### config.mk
export PLATFORM = sky130hd
export DESIGN_NAME = asian_barrier_payoff
export DESIGN_NICKNAME = d
export VERILOG_FILES = /design/src/rtl/payoff_pkg.sv /design/src/rtl/payoff_ctrl.sv /design/src/rtl/payoff_datapath.sv /design/src/rtl/asian_barrier_payoff.sv
export SDC_FILE = /design/constraint.sdc
export NUM_CORES = 2
export LEC_CHECK = 0
export ABC_AREA = 1
export CAP_MARGIN = 5
export CELL_PAD_IN_SITES_DETAIL_PLACEMENT = 1
export CELL_PAD_IN_SITES_GLOBAL_PLACEMENT = 1
export CORE_MARGIN = 2
export CORE_UTILIZATION = 31
export DETAILED_ROUTE_END_ITERATION = 16
export PLACE_DENSITY = 0.66
export SYNTH_ARGS = -nofsm -noshare
export SYNTH_HDL_FRONTEND = slang
export SYNTH_HIERARCHICAL = 1
export SYNTH_SLANG_ARGS = --single-unit
### constraint.sdc
create_clock -name clk -period 11 [get_ports clk]
set_input_delay 2.2 -clock clk [delete_from_list [all_inputs] [get_ports clk]]
set_output_delay 2.2 -clock clk [all_outputs]
set_load 0.03 [all_outputs]
### src/rtl/payoff_pkg.sv
package payoff_pkg;

  // Default widths shared by the evaluator and its checker
  parameter int PRICE_W = 32;  // Q16.16 price
  parameter int SUM_W   = 48;  // running path sum
  parameter int RECIP_W = 32;  // Q0.32 reciprocal of the step count
  parameter int ACC_W   = 64;  // batch payoff accumulators
  parameter int CNT_W   = 32;  // path counter

  // Strobes from the control into the datapath
  typedef struct packed {
    logic stepLoad;   // a price step is accepted
    logic stepFirst;  // the accepted step opens a path
    logic closeLoad;  // the accepted step closes the path
    logic payLoad;    // payoff stage registers load
    logic accLoad;    // accumulators take the payoffs
    logic accClear;   // the accumulation starts a new batch
  } strobes_t;

endpackage

### src/rtl/payoff_ctrl.sv
module payoff_ctrl
  import payoff_pkg::*;
(
  input  logic     clk,
  input  logic     rstN,
  input  logic     priceValid,
  input  logic     lastStep,
  input  logic     lastPath,
  output strobes_t strobes,
  output logic     batchDone
);

  logic firstStepR;   // next accepted price opens a path
  logic closeQ;       // closing data sits in the stage-1 registers
  logic lastPathQ1;   // that closing path ends the batch
  logic payQ;         // payoffs sit in the stage-2 registers
  logic lastPathQ2;
  logic freshR;       // next accumulation starts a new batch

  always_ff @(posedge clk or negedge rstN) begin
    if (!rstN) begin
      firstStepR <= 1'b1;
      closeQ     <= 1'b0;
      lastPathQ1 <= 1'b0;
      payQ       <= 1'b0;
      lastPathQ2 <= 1'b0;
      freshR     <= 1'b1;
      batchDone  <= 1'b0;
    end else begin
      if (priceValid) firstStepR <= lastStep;
      closeQ     <= priceValid & lastStep;
      lastPathQ1 <= priceValid & lastStep & lastPath;
      payQ       <= closeQ;
      lastPathQ2 <= lastPathQ1;
      batchDone  <= payQ & lastPathQ2;
      if (payQ) freshR <= lastPathQ2;
    end
  end

  always_comb begin
    strobes.stepLoad  = priceValid;
    strobes.stepFirst = firstStepR;
    strobes.closeLoad = priceValid & lastStep;
    strobes.payLoad   = closeQ;
    strobes.accLoad   = payQ;
    strobes.accClear  = freshR;
  end

endmodule

### src/rtl/payoff_datapath.sv
module payoff_datapath
  import payoff_pkg::*;
#(
  parameter int PW = PRICE_W,
  parameter int SW = SUM_W,
  parameter int RW = RECIP_W,
  parameter int AW = ACC_W,
  parameter int CW = CNT_W
) (
  input  logic          clk,
  input  logic          rstN,
  input  strobes_t      strobes,
  input  logic [PW-1:0] price,
  input  logic [PW-1:0] strike,
  input  logic [PW-1:0] barrier,
  input  logic [RW-1:0] avgRecip,
  output logic          hitFlag,
  output logic [PW-1:0] avgVal,
  output logic          closeHit,
  output logic [PW-1:0] asianPay,
  output logic [PW-1:0] barrierPay,
  output logic [AW-1:0] asianSum,
  output logic [AW-1:0] barrierSum,
  output logic [CW-1:0] pathCount
);

  localparam int PROD_W = SW + RW;

  // Stage 0: running sum and sticky hit state of the open path
  logic [SW-1:0] runSum;
  logic [SW-1:0] sumNext;
  logic          hitNext;

  always_comb begin
    sumNext = (strobes.stepFirst ? '0 : runSum) + SW'(price);
    hitNext = (strobes.stepFirst ? 1'b0 : hitFlag) | (price >= barrier);
  end

  always_ff @(posedge clk or negedge rstN) begin
    if (!rstN) begin
      runSum  <= '0;
      hitFlag <= 1'b0;
    end else if (strobes.stepLoad) begin
      runSum  <= sumNext;
      hitFlag <= hitNext;
    end
  end

  // Stage 1: captured totals of the path that just closed
  logic [SW-1:0] closeSum;
  logic [PW-1:0] closePrice;

  always_ff @(posedge clk or negedge rstN) begin
    if (!rstN) begin
      closeSum   <= '0;
      closeHit   <= 1'b0;
      closePrice <= '0;
    end else if (strobes.closeLoad) begin
      closeSum   <= sumNext;
      closeHit   <= hitNext;
      closePrice <= price;
    end
  end

  // Stage 2: mean through the reciprocal, then both payoffs
  logic [PROD_W-1:0] avgProd;
  logic [PW-1:0]     asianNext;
  logic [PW-1:0]     barrierNext;

  always_comb begin
    avgProd     = PROD_W'(closeSum) * PROD_W'(avgRecip);
    avgVal      = PW'(avgProd >> RW);
    asianNext   = (avgVal > strike) ? (avgVal - strike) : '0;
    barrierNext = (closeHit && (closePrice > strike)) ? (closePrice - strike) : '0;
  end

  always_ff @(posedge clk or negedge rstN) begin
    if (!rstN) begin
      asianPay   <= '0;
      barrierPay <= '0;
    end else if (strobes.payLoad) begin
      asianPay   <= asianNext;
      barrierPay <= barrierNext;
    end
  end

  // Stage 3: batch accumulators
  always_ff @(posedge clk or negedge rstN) begin
    if (!rstN) begin
      asianSum   <= '0;
      barrierSum <= '0;
      pathCount  <= '0;
    end else if (strobes.accLoad) begin
      if (strobes.accClear) begin
        asianSum   <= AW'(asianPay);
        barrierSum <= AW'(barrierPay);
        pathCount  <= CW'(1);
      end else begin
        asianSum   <= asianSum + AW'(asianPay);
        barrierSum <= barrierSum + AW'(barrierPay);
        pathCount  <= pathCount + CW'(1);
      end
    end
  end

endmodule

### src/rtl/asian_barrier_payoff.sv
module asian_barrier_payoff
  import payoff_pkg::*;
#(
  parameter int PW = PRICE_W,
  parameter int SW = SUM_W,
  parameter int RW = RECIP_W,
  parameter int AW = ACC_W,
  parameter int CW = CNT_W
) (
  input  logic          clk,
  input  logic          rstN,
  input  logic          priceValid,
  input  logic [PW-1:0] price,
  input  logic          lastStep,
  input  logic          lastPath,
  input  logic [PW-1:0] strike,
  input  logic [PW-1:0] barrier,
  input  logic [RW-1:0] avgRecip,
  output logic [AW-1:0] asianSum,
  output logic [AW-1:0] barrierSum,
  output logic [CW-1:0] pathCount,
  output logic          batchDone
);

  strobes_t      strobes;
  logic          hitFlag;
  logic [PW-1:0] avgVal;
  logic          closeHit;
  logic [PW-1:0] asianPay;
  logic [PW-1:0] barrierPay;

  payoff_ctrl u_ctrl (
    .clk        (clk),
    .rstN       (rstN),
    .priceValid (priceValid),
    .lastStep   (lastStep),
    .lastPath   (lastPath),
    .strobes    (strobes),
    .batchDone  (batchDone)
  );

  payoff_datapath #(
    .PW (PW), .SW (SW), .RW (RW), .AW (AW), .CW (CW)
  ) u_dp (
    .clk        (clk),
    .rstN       (rstN),
    .strobes    (strobes),
    .price      (price),
    .strike     (strike),
    .barrier    (barrier),
    .avgRecip   (avgRecip),
    .hitFlag    (hitFlag),
    .avgVal     (avgVal),
    .closeHit   (closeHit),
    .asianPay   (asianPay),
    .barrierPay (barrierPay),
    .asianSum   (asianSum),
    .barrierSum (barrierSum),
    .pathCount  (pathCount)
  );

endmodule

==> flow_results.org <==
** Cells and area
- For this run, the post-layout net count is 12,564.
- The sequential cells in the finished layout cover a total of 0.00904 sq mm.
- Core Util, Final :: 34.7%
- Of the cells placed in the final design, the portion with a size suffix greater than 1 is 3.32%.
- Area taken by multi-input logic gates :: 0.0544 sq mm
- Area growth from synthesis to layout :: 11.5%
- Counting the fill cells in the layout gives 30,114.

** Worst setup path
- Category of the most critical setup path :: in -> reg
- Buf/Inv on CP :: 3
- Longest individual stage delay on the worst path :: 0.60 ns
- Arrival time of the worst setup path :: 11.27 ns
- Most numerous cell on the critical path :: sky130_fd_sc_hd__fa_1
- The slowest stage of the critical path belongs to the cell sky130_fd_sc_hd__fa_1.
- The worst setup path is launched from an input pin.
- The worst setup path is captured at a flip-flop.
- Maximum fanout along the worst path :: 23
- Among cell families on the critical path, the largest total delay comes from adder cells.
- Critical path data required time :: 11.56 ns

** Yosys
- Total nets after synthesis :: 12,453
- Count of mapped cells out of synthesis :: 10,675
- Averaged over all synthesized cells, the footprint is 7.03 sq um.
- Number of warning messages in the yosys log :: 6
- Area of the mapped netlist :: 0.0751 sq mm

** Die
- From bottom edge to top edge, the die measures 496 microns.
- Floorplan row count :: 180
- In this run the horizontal extent of the chip is 496 microns.
- I/O pin count :: 294
- Core region area :: 0.241 sq mm
- The initial utilization of the core area, before any placement, comes to 31.2%.
- The floorplan step defined a die boundary enclosing 0.246 sq mm.

** Clock network
- Hold bufs inserted after CTS :: 0
- Root Buffer Master :: sky130_fd_sc_hd__clkbuf_16
- Counting every sink on the clock net gives 361.
- TritonCTS built the clock tree.
- Counting the buffers created by CTS gives 47.
- At the later pin of the worst-skew pair, clock insertion delay measures 0.66 ns.
- In this run the number of H-tree levels came out at 2.
- The longest clock path from root to sink contains 3 buffers.
- Clock-pin slew was measured on the worst setup and hold paths at 0.06 ns.

** STA
- Worst hold margin :: 0.363 ns
- For the pin with the worst max-slew slack, the measured transition is 1.16 ns.
- Count of endpoints failing setup in the final report :: 0
- The final critical path takes up 97.4% of the cycle.
- The final max-slew violation count came to 0.
- Headroom to the max-slew limit came out at 22.4%.
- Across the routed clock network, the largest skew measured is 0.0724 ns.
- Unrepaired setup endpoints after global routing :: false
- Final hold vios :: 0
- Static timing analysis puts the maximum clock frequency at 93.3 MHz.
- Post-layout minimum cycle time :: 10.72 ns

** Routing
- In this run, the number of DRC markers left after iteration 0 of detailed routing was 3,580.
- Dividing the detail-routed via count by the number of cells gives 4.90.
- Residual DRC :: 0
- The count of nets left with antenna violations once routing finished came out at 0.
- Wires add up to 297,000 microns.
- Post-detailed-route wirelength per cell :: 21.2 microns
- The routed layout has 68,602 vias.
- The first detailed-routing pass ran for 7 iterations.

** Global routing
- Overall global routing resource usage :: 24.3%
- Largest net degree at the start of global routing :: 141
- Number of global-route vias before repair :: 76,041
- Met1 track utilization from global routing :: 31.9%
- The total overflow left after global routing is 0.
- The initial antenna violation count was 6.
- First-pass GRT wire length :: 461,000 microns
- Met3 demand-to-capacity share in global routing :: 2.02%
- For met2 alone, demand over resource in global routing was 42.3%.
- Layer with the highest usage after global routing :: met2

** Place
- At the end of routability-driven placement, the weighted congestion stood at 0.968.
- Count of buffers inserted at the top-level ports :: 293
- Summed over all nets, the half-perimeter wirelength after detailed placement is 250,000 microns.

** Run status
- The flow ran to the end, and the final reports show no timing, DRC or antenna violations.

** Flow run
- Across the run, the number of max-cap violations was 0.

** Worst hold path
- In this run the worst hold path is classified as reg -> reg.
[worst reg2reg max path: cells and delay by family, from the launching register on]
kind,cells,cell delay (ns)
flip-flops,1,1.08
XOR/XNOR,2,0.74
adder cells (fa/ha/maj),10,4.72
AO/OA/AOI/OAI,6,1.46
AND/OR/NAND/NOR,10,1.21
buffers and inverters,4,0.60
[layer usage]
layer / part of all wire [%] / vias to the layer above / wire length [microns]
met5: 0.0044 / - / 13
met3: 3.5 / 330 / 10500
met1: 44 / 35406 / 132000
met4: 3.4 / 2 / 10200
li1: - / 31552 / -
met2: 49 / 1312 / 145000
[per-stage QoR]
stage / cell area, sq um / TNS (ns) / cells / worst slack, ns
2_1_floorplan: 75100 / 0 / 10675 / 1.11
3_3_place_gp: 82100 / -5.53 / 13922 / -0.287
3_5_place_dp: 82100 / -5.88 / 13922 / -0.273
4_1_cts: 83600 / 0 / 14007 / 0.405
5_1_grt: 83700 / 0 / 14007 / 0.0151
6_report: 83700 / 0 / 14010 / 0.283
[final cells by class]
type | instances | area share, %
Timing Repair Buffer | 480 | 5.55
Multi-Input combinational cell | 7243 | 65.1
Sequential cell | 361 | 10.8
Tap cell | 3185 | 4.76
Clock buffer | 69 | 1.61
Inverter | 2653 | 11.9
Clock inverter | 16 | 0.283
Antenna cell | 3 | 0.00897
[what timing repair did]
item,CTS,global route
buffers inserted,0,0
setup endpoints to repair,0,2
gates resized for setup,0,1
[sequential cells by signal, indices dropped and copies added (netlist names)]
name,cells
u_dp/asianPay,32
u_ctrl/payQ,1
u_dp/closeHit,1
u_dp/barrierPay,32
u_ctrl/freshR,1
u_ctrl/lastPathQ1,1
u_dp/asianSum,64
u_dp/pathCount,32
u_dp/barrierSum,64
u_ctrl/firstStepR,1
u_dp/closePrice,32
u_ctrl/lastPathQ2,1
u_dp/hitFlag,1
u_ctrl/batchDone,1
u_dp/closeSum,48
u_ctrl/closeQ,1
u_dp/runSum,48
[layout by cell type, fill, tap and decap left out, drive strengths merged, types with 54 or more instances in the layout]
master / instances
a21oi: 339
buf: 215
o211ai: 54
inv: 2653
clkdlybuf4s50: 265
ha: 382
nor2: 638
nand2: 3338
nor3: 93
nand4: 140
clkbuf: 69
dfrtp: 359
fa: 1263
o21ai: 296
nand3: 385
[final timing paths]
check | startpoint | endpoint | slack (ns) | depth (start not counted)
worst min register to register | u_ctrl/lastPathQ1$_DFF_PN0_ | u_ctrl/lastPathQ2$_DFF_PN0_ | 0.36 | 0
worst min-delay path | u_ctrl/lastPathQ1$_DFF_PN0_ | u_ctrl/lastPathQ2$_DFF_PN0_ | 0.36 | 0
worst max-delay path | avgRecip[26] | u_dp/asianPay[20]$_DFFE_PN0P_ | 0.28 | 31
worst max register to register | u_dp/closeSum[26]$_DFFE_PN0P_ | u_dp/asianPay[20]$_DFFE_PN0P_ | 1.17 | 32
max in group asynchronous | rstN | u_dp/closeSum[10]$_DFFE_PN0P_ | 7.32 | 3
min in group asynchronous | rstN | u_dp/barrierSum[57]$_DFFE_PN0P_ | 1.48 | 1
Power is left out: the tool's default activity adds up to more than one toggle a clock period on the data nets, which glitch-free logic cannot reach.
